`src/rtl/gtb_pkg.sv`:
```
package gtb_pkg;
  localparam int ADDR_W = 3;

  typedef enum logic [ADDR_W-1:0] {
    RA_MAIN_LO = 3'd0,
    RA_MAIN_HI = 3'd1,
    RA_ALT_LO  = 3'd2,
    RA_ALT_HI  = 3'd3,
    RA_DEC     = 3'd4,
    RA_IRQ_CLR = 3'd5
  } gtb_reg_e;
endpackage

```
`src/rtl/gtb_sync.sv`:
```
module gtb_sync #(
  parameter int STAGES = 2
) (
  input  logic clk,
  input  logic rst,
  input  logic d,
  output logic q
);
  logic [STAGES-1:0] chain;

  always_ff @(posedge clk) begin
    if (rst) chain <= '0;
    else     chain <= {chain[STAGES-2:0], d};
  end

  assign q = chain[STAGES-1];
endmodule

```
`src/rtl/gtb_count.sv`:
```
module gtb_count #(
  parameter int HALF_W = 32
) (
  input  logic                clk,
  input  logic                rst,
  input  logic                adv,
  input  logic                wr_lo,
  input  logic                wr_hi,
  input  logic [HALF_W-1:0]   wdata,
  output logic [2*HALF_W-1:0] cnt
);
  localparam int FULL_W = 2 * HALF_W;

  logic [FULL_W-1:0] stepped;

  always_comb begin
    stepped = adv ? cnt + FULL_W'(1) : cnt;
  end

  always_ff @(posedge clk) begin
    if (rst) begin
      cnt <= '0;
    end else begin
      cnt[HALF_W-1:0]      <= wr_lo ? wdata : stepped[HALF_W-1:0];
      cnt[FULL_W-1:HALF_W] <= wr_hi ? wdata : stepped[FULL_W-1:HALF_W];
    end
  end
endmodule

```
`src/rtl/gtb_decr.sv`:
```
module gtb_decr #(
  parameter int W = 32
) (
  input  logic         clk,
  input  logic         rst,
  input  logic         tick,
  input  logic         wr_val,
  input  logic         wr_clr,
  input  logic [W-1:0] wdata,
  output logic [W-1:0] val,
  output logic         irq
);
  logic underflow;

  assign underflow = tick && !wr_val && (val == '0);

  always_ff @(posedge clk) begin
    if (rst) begin
      val <= '1;
      irq <= 1'b0;
    end else begin
      if (wr_val)    val <= wdata;
      else if (tick) val <= val - W'(1);
      if (underflow)   irq <= 1'b1;
      else if (wr_clr) irq <= 1'b0;
    end
  end
endmodule

```
`src/rtl/gated_timebase.sv`:
```
module gated_timebase
  import gtb_pkg::*;
#(
  parameter int DATA_W = 32,
  parameter int SYNC_STAGES = 2
) (
  input  logic              clk,
  input  logic              rst,
  input  logic              tick,
  input  logic              tb_run_pin,
  input  logic              reg_we,
  input  logic [2:0]        reg_addr,
  input  logic [DATA_W-1:0] reg_wdata,
  output logic [DATA_W-1:0] reg_rdata,
  output logic              dec_irq
);
  localparam int TB_W   = 2 * DATA_W;
  localparam int NUM_TB = 2;

  logic                        en_q;
  logic                        adv;
  logic [NUM_TB-1:0][TB_W-1:0] tb_cnt;
  logic [TB_W-1:0]             main_cnt;
  logic [TB_W-1:0]             alt_cnt;
  logic [DATA_W-1:0]           dec_q;
  logic [DATA_W-1:0]           rd_next;

  gtb_sync #(.STAGES(SYNC_STAGES)) u_sync (
    .clk (clk),
    .rst (rst),
    .d   (tb_run_pin),
    .q   (en_q)
  );

  assign adv = tick & en_q;

  for (genvar g = 0; g < NUM_TB; g++) begin : g_tb
    logic wr_lo, wr_hi;
    assign wr_lo = reg_we && (reg_addr == 3'(2 * g));
    assign wr_hi = reg_we && (reg_addr == 3'(2 * g + 1));
    gtb_count #(.HALF_W(DATA_W)) u_cnt (
      .clk   (clk),
      .rst   (rst),
      .adv   (adv),
      .wr_lo (wr_lo),
      .wr_hi (wr_hi),
      .wdata (reg_wdata),
      .cnt   (tb_cnt[g])
    );
  end

  assign main_cnt = tb_cnt[0];
  assign alt_cnt  = tb_cnt[1];

  gtb_decr #(.W(DATA_W)) u_decr (
    .clk    (clk),
    .rst    (rst),
    .tick   (tick),
    .wr_val (reg_we && (reg_addr == RA_DEC)),
    .wr_clr (reg_we && (reg_addr == RA_IRQ_CLR)),
    .wdata  (reg_wdata),
    .val    (dec_q),
    .irq    (dec_irq)
  );

  always_comb begin
    case (reg_addr)
      RA_MAIN_LO: rd_next = main_cnt[DATA_W-1:0];
      RA_MAIN_HI: rd_next = main_cnt[TB_W-1:DATA_W];
      RA_ALT_LO:  rd_next = alt_cnt[DATA_W-1:0];
      RA_ALT_HI:  rd_next = alt_cnt[TB_W-1:DATA_W];
      RA_DEC:     rd_next = dec_q;
      default:    rd_next = '0;
    endcase
  end

  always_ff @(posedge clk) begin
    if (rst) reg_rdata <= '0;
    else     reg_rdata <= rd_next;
  end
endmodule

```
`config.mk`:
```
export PLATFORM = sky130hd
export DESIGN_NAME = gated_timebase
export DESIGN_NICKNAME = d
export VERILOG_FILES = /design/src/rtl/gtb_pkg.sv /design/src/rtl/gtb_sync.sv /design/src/rtl/gtb_count.sv /design/src/rtl/gtb_decr.sv /design/src/rtl/gated_timebase.sv
export SDC_FILE = /design/constraint.sdc
export NUM_CORES = 1
export LEC_CHECK = 0
export ABC_AREA = 1
export BUFFER_PORTS_ARGS = -buffer_cell sky130_fd_sc_hd__buf_2
export CORE_AREA = 2 2 151 153
export CTS_CLUSTER_DIAMETER = 80
export DETAILED_ROUTE_END_ITERATION = 12
export DIE_AREA = 0 0 153 155
export PLACE_DENSITY = 0.78
export SETUP_SLACK_MARGIN = 0.2
export SYNTH_ARGS = -nofsm -noshare
export SYNTH_HDL_FRONTEND = slang
export SYNTH_SLANG_ARGS = --single-unit
```
`constraint.sdc`:
```
create_clock -name clk -period 2.45 [get_ports clk]
set_input_delay 0 -clock clk [delete_from_list [all_inputs] [get_ports clk]]
set_output_delay 0 -clock clk [all_outputs]
set_load 0.1 [all_outputs]
```
-- Yosys cells after proc, flatten, opt, wreduce, memory -nomap -nowiden
Cells that the tools add are included.
- bitwise logic cells: 1
- add/subtract/negate cells: 3
- eq/ne operators: 5
- reductions and logical operators: 17
- multiplexer cells: 11
- operators with widths (kind ; count):
    $mux 32 ; 6
    $pmux 32 s5 ; 1
    $add 64x1->64 const B ; 2
    $mux 64 ; 2
    $logic_not 32->1 ; 1
    $sub 32x1->32 const B ; 1
    $reduce_bool 2->1 ; 6
    $logic_and 1x1->1 ; 8
    $eq 3x2->1 const B ; 2
    $eq 3x3->1 const B ; 2
    $eq 3x1->1 const B ; 1
    $logic_not 3->1 ; 1
    $mux 1 ; 2
    $and 1x1->1 ; 1
    $logic_not 1->1 ; 1
- word-level logic and storage cells: 45
- bits of input ports: 40
- register bits after elaboration: 195

-- Longest topological paths before layout
- depth in word-level cells: 6
- depth in mapped cells: 13
- gate-level depth less buffers: 12

-- Hierarchy
A second synthesis with hierarchy kept.
- cells, all modules: 2170
- area total of the unflattened synthesis: 13930.9 µm²
- by module, submodules not included (module ; sequential area each (µm²) ; times used ; area each (µm²) ; cells each):
    gtb_count ; 1281.2 ; 2 ; 4526.8 ; 715
    gated_timebase ; 640.6 ; 1 ; 2433.6 ; 379
    gtb_decr ; 660.6 ; 1 ; 2388.5 ; 355
    gtb_sync ; 40.0 ; 1 ; 55.1 ; 6

-- Least setup slack after synthesis
OpenSTA, ideal clock, no wires.
- path type: reg-to-reg
- start point: reg g_tb[0].u_cnt.cnt[0]
- end point: reg g_tb[0].u_cnt.cnt[62]
- required time: 2.322 ns
- setup slack: 0.738 ns
- clock period less this slack: 1.712 ns
- cell stages (with the launch flop): 11
- library setup time: 0.128 ns
- arrival: 1.585 ns
- path through: dfxtp_1 > ha_1 > inv_1 > nor2_1 > nand2_1 > nor2_1 > nand2_1 > o21ai_0 > nand2_1 > a21oi_1 > nor2_1
- word-level cells in the longest chain between the ends: 3
- RTL lines (element ; RTL line ; text):
    start, declared ; gtb_count.sv:10 ; output logic [2*HALF_W-1:0] cnt
    start signal, assigned by index ; gtb_count.sv:24 ; cnt[HALF_W-1:0] <= wr_lo ? wdata : stepped[HALF_W-1:0];
    start signal, assigned by index ; gtb_count.sv:25 ; cnt[FULL_W-1:HALF_W] <= wr_hi ? wdata : stepped[FULL_W-1:HALF_W];
    $add 64x1->64 ; gtb_count.sv:17 ; stepped = adv ? cnt + FULL_W'(1) : cnt;
    $mux 64 ; gtb_count.sv:17 ;
    $mux 32 ; gtb_count.sv:25 ;
Every way passes these cells. The select of a mux whose other input is x is not followed.
A chain may end at the register's enable or synchronous reset.

-- Worst setup path in the final report
- start point: reg g_tb[1].u_cnt.cnt[1]
- end point: reg g_tb[1].u_cnt.cnt[48]
- word-level cells in the longest chain between the ends: 3
- RTL lines (element ; RTL line):
    start, declared ; gtb_count.sv:10
    start signal, assigned by index ; gtb_count.sv:24
    start signal, assigned by index ; gtb_count.sv:25
    $add 64x1->64 ; gtb_count.sv:17
    $mux 64 ; gtb_count.sv:17
    $mux 32 ; gtb_count.sv:25
Every way passes these cells. The select of a mux whose other input is x is not followed.

==> metrics <==
Total GRT Usage 49.73%; ys async rst share 0%; Synth Flop Type dfxtp_1; Syn Inst Count 2179; critical path arrival 2560 ps; most frequent CP cell nand2_1; synthesized flop and latch total 195; # clock sinks 195; Syn Area/Cell 6.011 µm²; grt met1 use 62.07%; I/O Pins 73; VDD IR max 0.0003388 V; Clk Latency, worst-skew pair 460 ps; Leak 0.005516 µW; period utilization between 80% and 90%; deepest clock path buffer count 2; # diodes 0; outcome completed; Startpoint Class flop; register area share after synthesis 29.80%; global-route wire length before repair 89.04 mm; Row Count 55; layout cells sized above 1 7.892%; final wirelength 61.11 mm; Die X 153 µm; pins over their slew limit 0; clk_skew around 18 ps; vias in the first global route 14760; DP Worst Slack 223.2 ps; worst hold path type in -> reg; CTS tree done; dpl hpwl between 40 and 50 mm; RSZ-0062 raised after global routing no; cell area after placement 13720 µm²; vias per cell 6.419; max-cap viol count 0; slowest stage delay, CP roughly 400 ps; synth warn 0; initial drt markers 2936; CTS root buf clkbuf_16; remaining antenna violation count 0; global routing usage on met3 15.26%; Critical Path End Type flop; Max Freq 458.1 MHz; Worst Slack Setup Final 266.9 ps; tightest slew margin relative to the limit 23.37%; Syn Nets about 2200; Buf/Inv on CP 0; busiest layer in global routing met2; PortBufs 72; Slowest-stage cell, CP dfxtp_1; Worst Path Required 2830 ps; P&R area growth vs syn 12.09%; Core ar. 22230 µm²; final number of hold-violating endpoints 0; die height 155 µm; cell family with most CP delay simple AND/OR/NAND/NOR gates; Crit Path Category reg -> reg; GR Overflow Total 0; leading cell type in the layout, fill and taps excluded nand2_1; final setup TNS 0 ps; Post-synth EDFFs 0; Yosys cell types 40; crit path max fanout 6; largest net degree at the start of global routing 149; die area approximately 24000 µm²; Final Instance Area 14680 µm²; PD cells 501.5 nW/µm²; DRC viols 0; drt first pass iters 11; post-layout minimum cycle time 2183 ps; Slew @ Worst Pin ~1100 ps; crit path cell chain ha_1 > nand2_1 > nor2_4 > nand2_1 > nor2_1 > nand3_1 > nor2_1 > nand3_1 > nand2_1 > nand2_1 > a21oi_1; Worst-path clk slew 90 ps; post-CTS setup buffer count 0; routed len/inst 23.94 µm; antenna violations before repair 0; most frequent cells in the layout nand2_1, nor2_1, inv_1, dfxtp_1, o22ai_1; via count about 16000; fin nets 2298; GR met2 Demand/Resource 73.82%; setup violators final 0; H-tree Lvls 4; GP Congestion 1.145; initial core utilization 58.93%; CTS Buf Count 17; synthesized area 13100 µm²
-- sequential cells by signal, summed over array words and instances, names as in the netlist --
name / cells
u_decr.val: 32
g_tb.u_cnt.cnt: 128
reg_rdata: 32
u_sync.chain: 2
u_decr.irq: 1
-- kinds of logic (layout without fill, tap and decap cells) --
group	count (synthesis)	count (layout)	share of synthesized area, %
xor gates and xnor gates	84	84	5.617
and+or+nand+nor	1148	1148	35.59
buffers and inverters	363	452	10.80
AOI/OAI and AO/OA	386	386	17.90
DFF	195	195	29.80
adders and majority gates	3	3	0.2866
-- synth_stat cells (25+ instances only) --
| cell | count | area, µm² |
|---|---|---|
| a211oi_1 | 25 | 187.7 |
| nor2_1 | 370 | 1389 |
| xor2_1 | 78 | 683.2 |
| inv_1 | 273 | 1025 |
| a21oi_1 | 83 | 415.4 |
| nand4_1 | 32 | 200.2 |
| dfxtp_1 | 195 | 3904 |
| clkbuf_1 | 52 | 195.2 |
| o21ai_0 | 73 | 365.4 |
| o22ai_1 | 122 | 763.2 |
| nand3_1 | 105 | 525.5 |
| a31oi_1 | 37 | 231.5 |
| nand2_1 | 588 | 2207 |
-- through the flow --
| stage | total power, µW | util [%] | std cells | hold WS, ps |
|---|---|---|---|---|
| 6_report | 7364 | 66.06 | 2553 | 19.07 |
| 4_1_cts | 7245 | 65.83 | 2553 | 5.968 |
| 3_3_place_gp | 4417 | 61.73 | 2487 | 205.3 |
| 5_1_grt | 7481 | 66.06 | 2553 | 22.11 |
| 3_5_place_dp | 4429 | 61.73 | 2487 | 218.1 |
| 2_1_floorplan | 4042 | - | 2179 | 107.0 |
-- area by class of cell --
type | count | area (µm²)
Clock buffer | 17 | 425.4
Timing Repair Buffer | 136 | 953.4
Inverter | 284 | 1066
Tap cell | 285 | 356.6
Fill cell | 2108 | 7545
Clock inverter | 15 | 143.9
Multi-Input combinational cell | 1621 | 7833
Sequential cell | 195 | 3905
-- power by group --
| part | internal, µW | switching (µW) | total [µW] |
|---|---|---|---|
| Clock | 1360 | 1530 | 2890 |
| Combinational | 273 | 790 | 1060 |
| Sequential | 3280 | 132 | 3410 |
| Total | 4910 | 2450 | 7360 |
-- metal layers --
metal | vias to the layer above | wire, µm | share of wire (%)
li1 | 7274 | - | -
met1 | 7351 | 21720 | 36
met2 | 1411 | 24890 | 41
met3 | 351 | 8969 | 15
met4 | 0 | 5533 | 9.1
met5 | - | 0 | 0
-- tightest hold or removal path, cell delays in order --
cell      delay (ps)
buf_2            230
a221oi_1         120
o21ai_0           90
-- timing repair --
item	in CTS	in global routing
hold buffers	34	0
endpoints found under the hold margin	78	0
setup endpoints to repair	0	46
resized for setup	0	14
-- final timing paths --
kind / cells past startpoint / end / from / slack, ps
worst max-delay path: 11 / g_tb[1].u_cnt.cnt[48] / g_tb[1].u_cnt.cnt[1] / 270
worst min-delay path: 3 / u_decr.val[31] / reg_wdata[31] / 20
worst max register to register: 11 / g_tb[1].u_cnt.cnt[48] / g_tb[1].u_cnt.cnt[1] / 270
worst min register to register: 2 / u_sync.chain[1] / u_sync.chain[0] / 420
(Power assumes the default switching activity.)
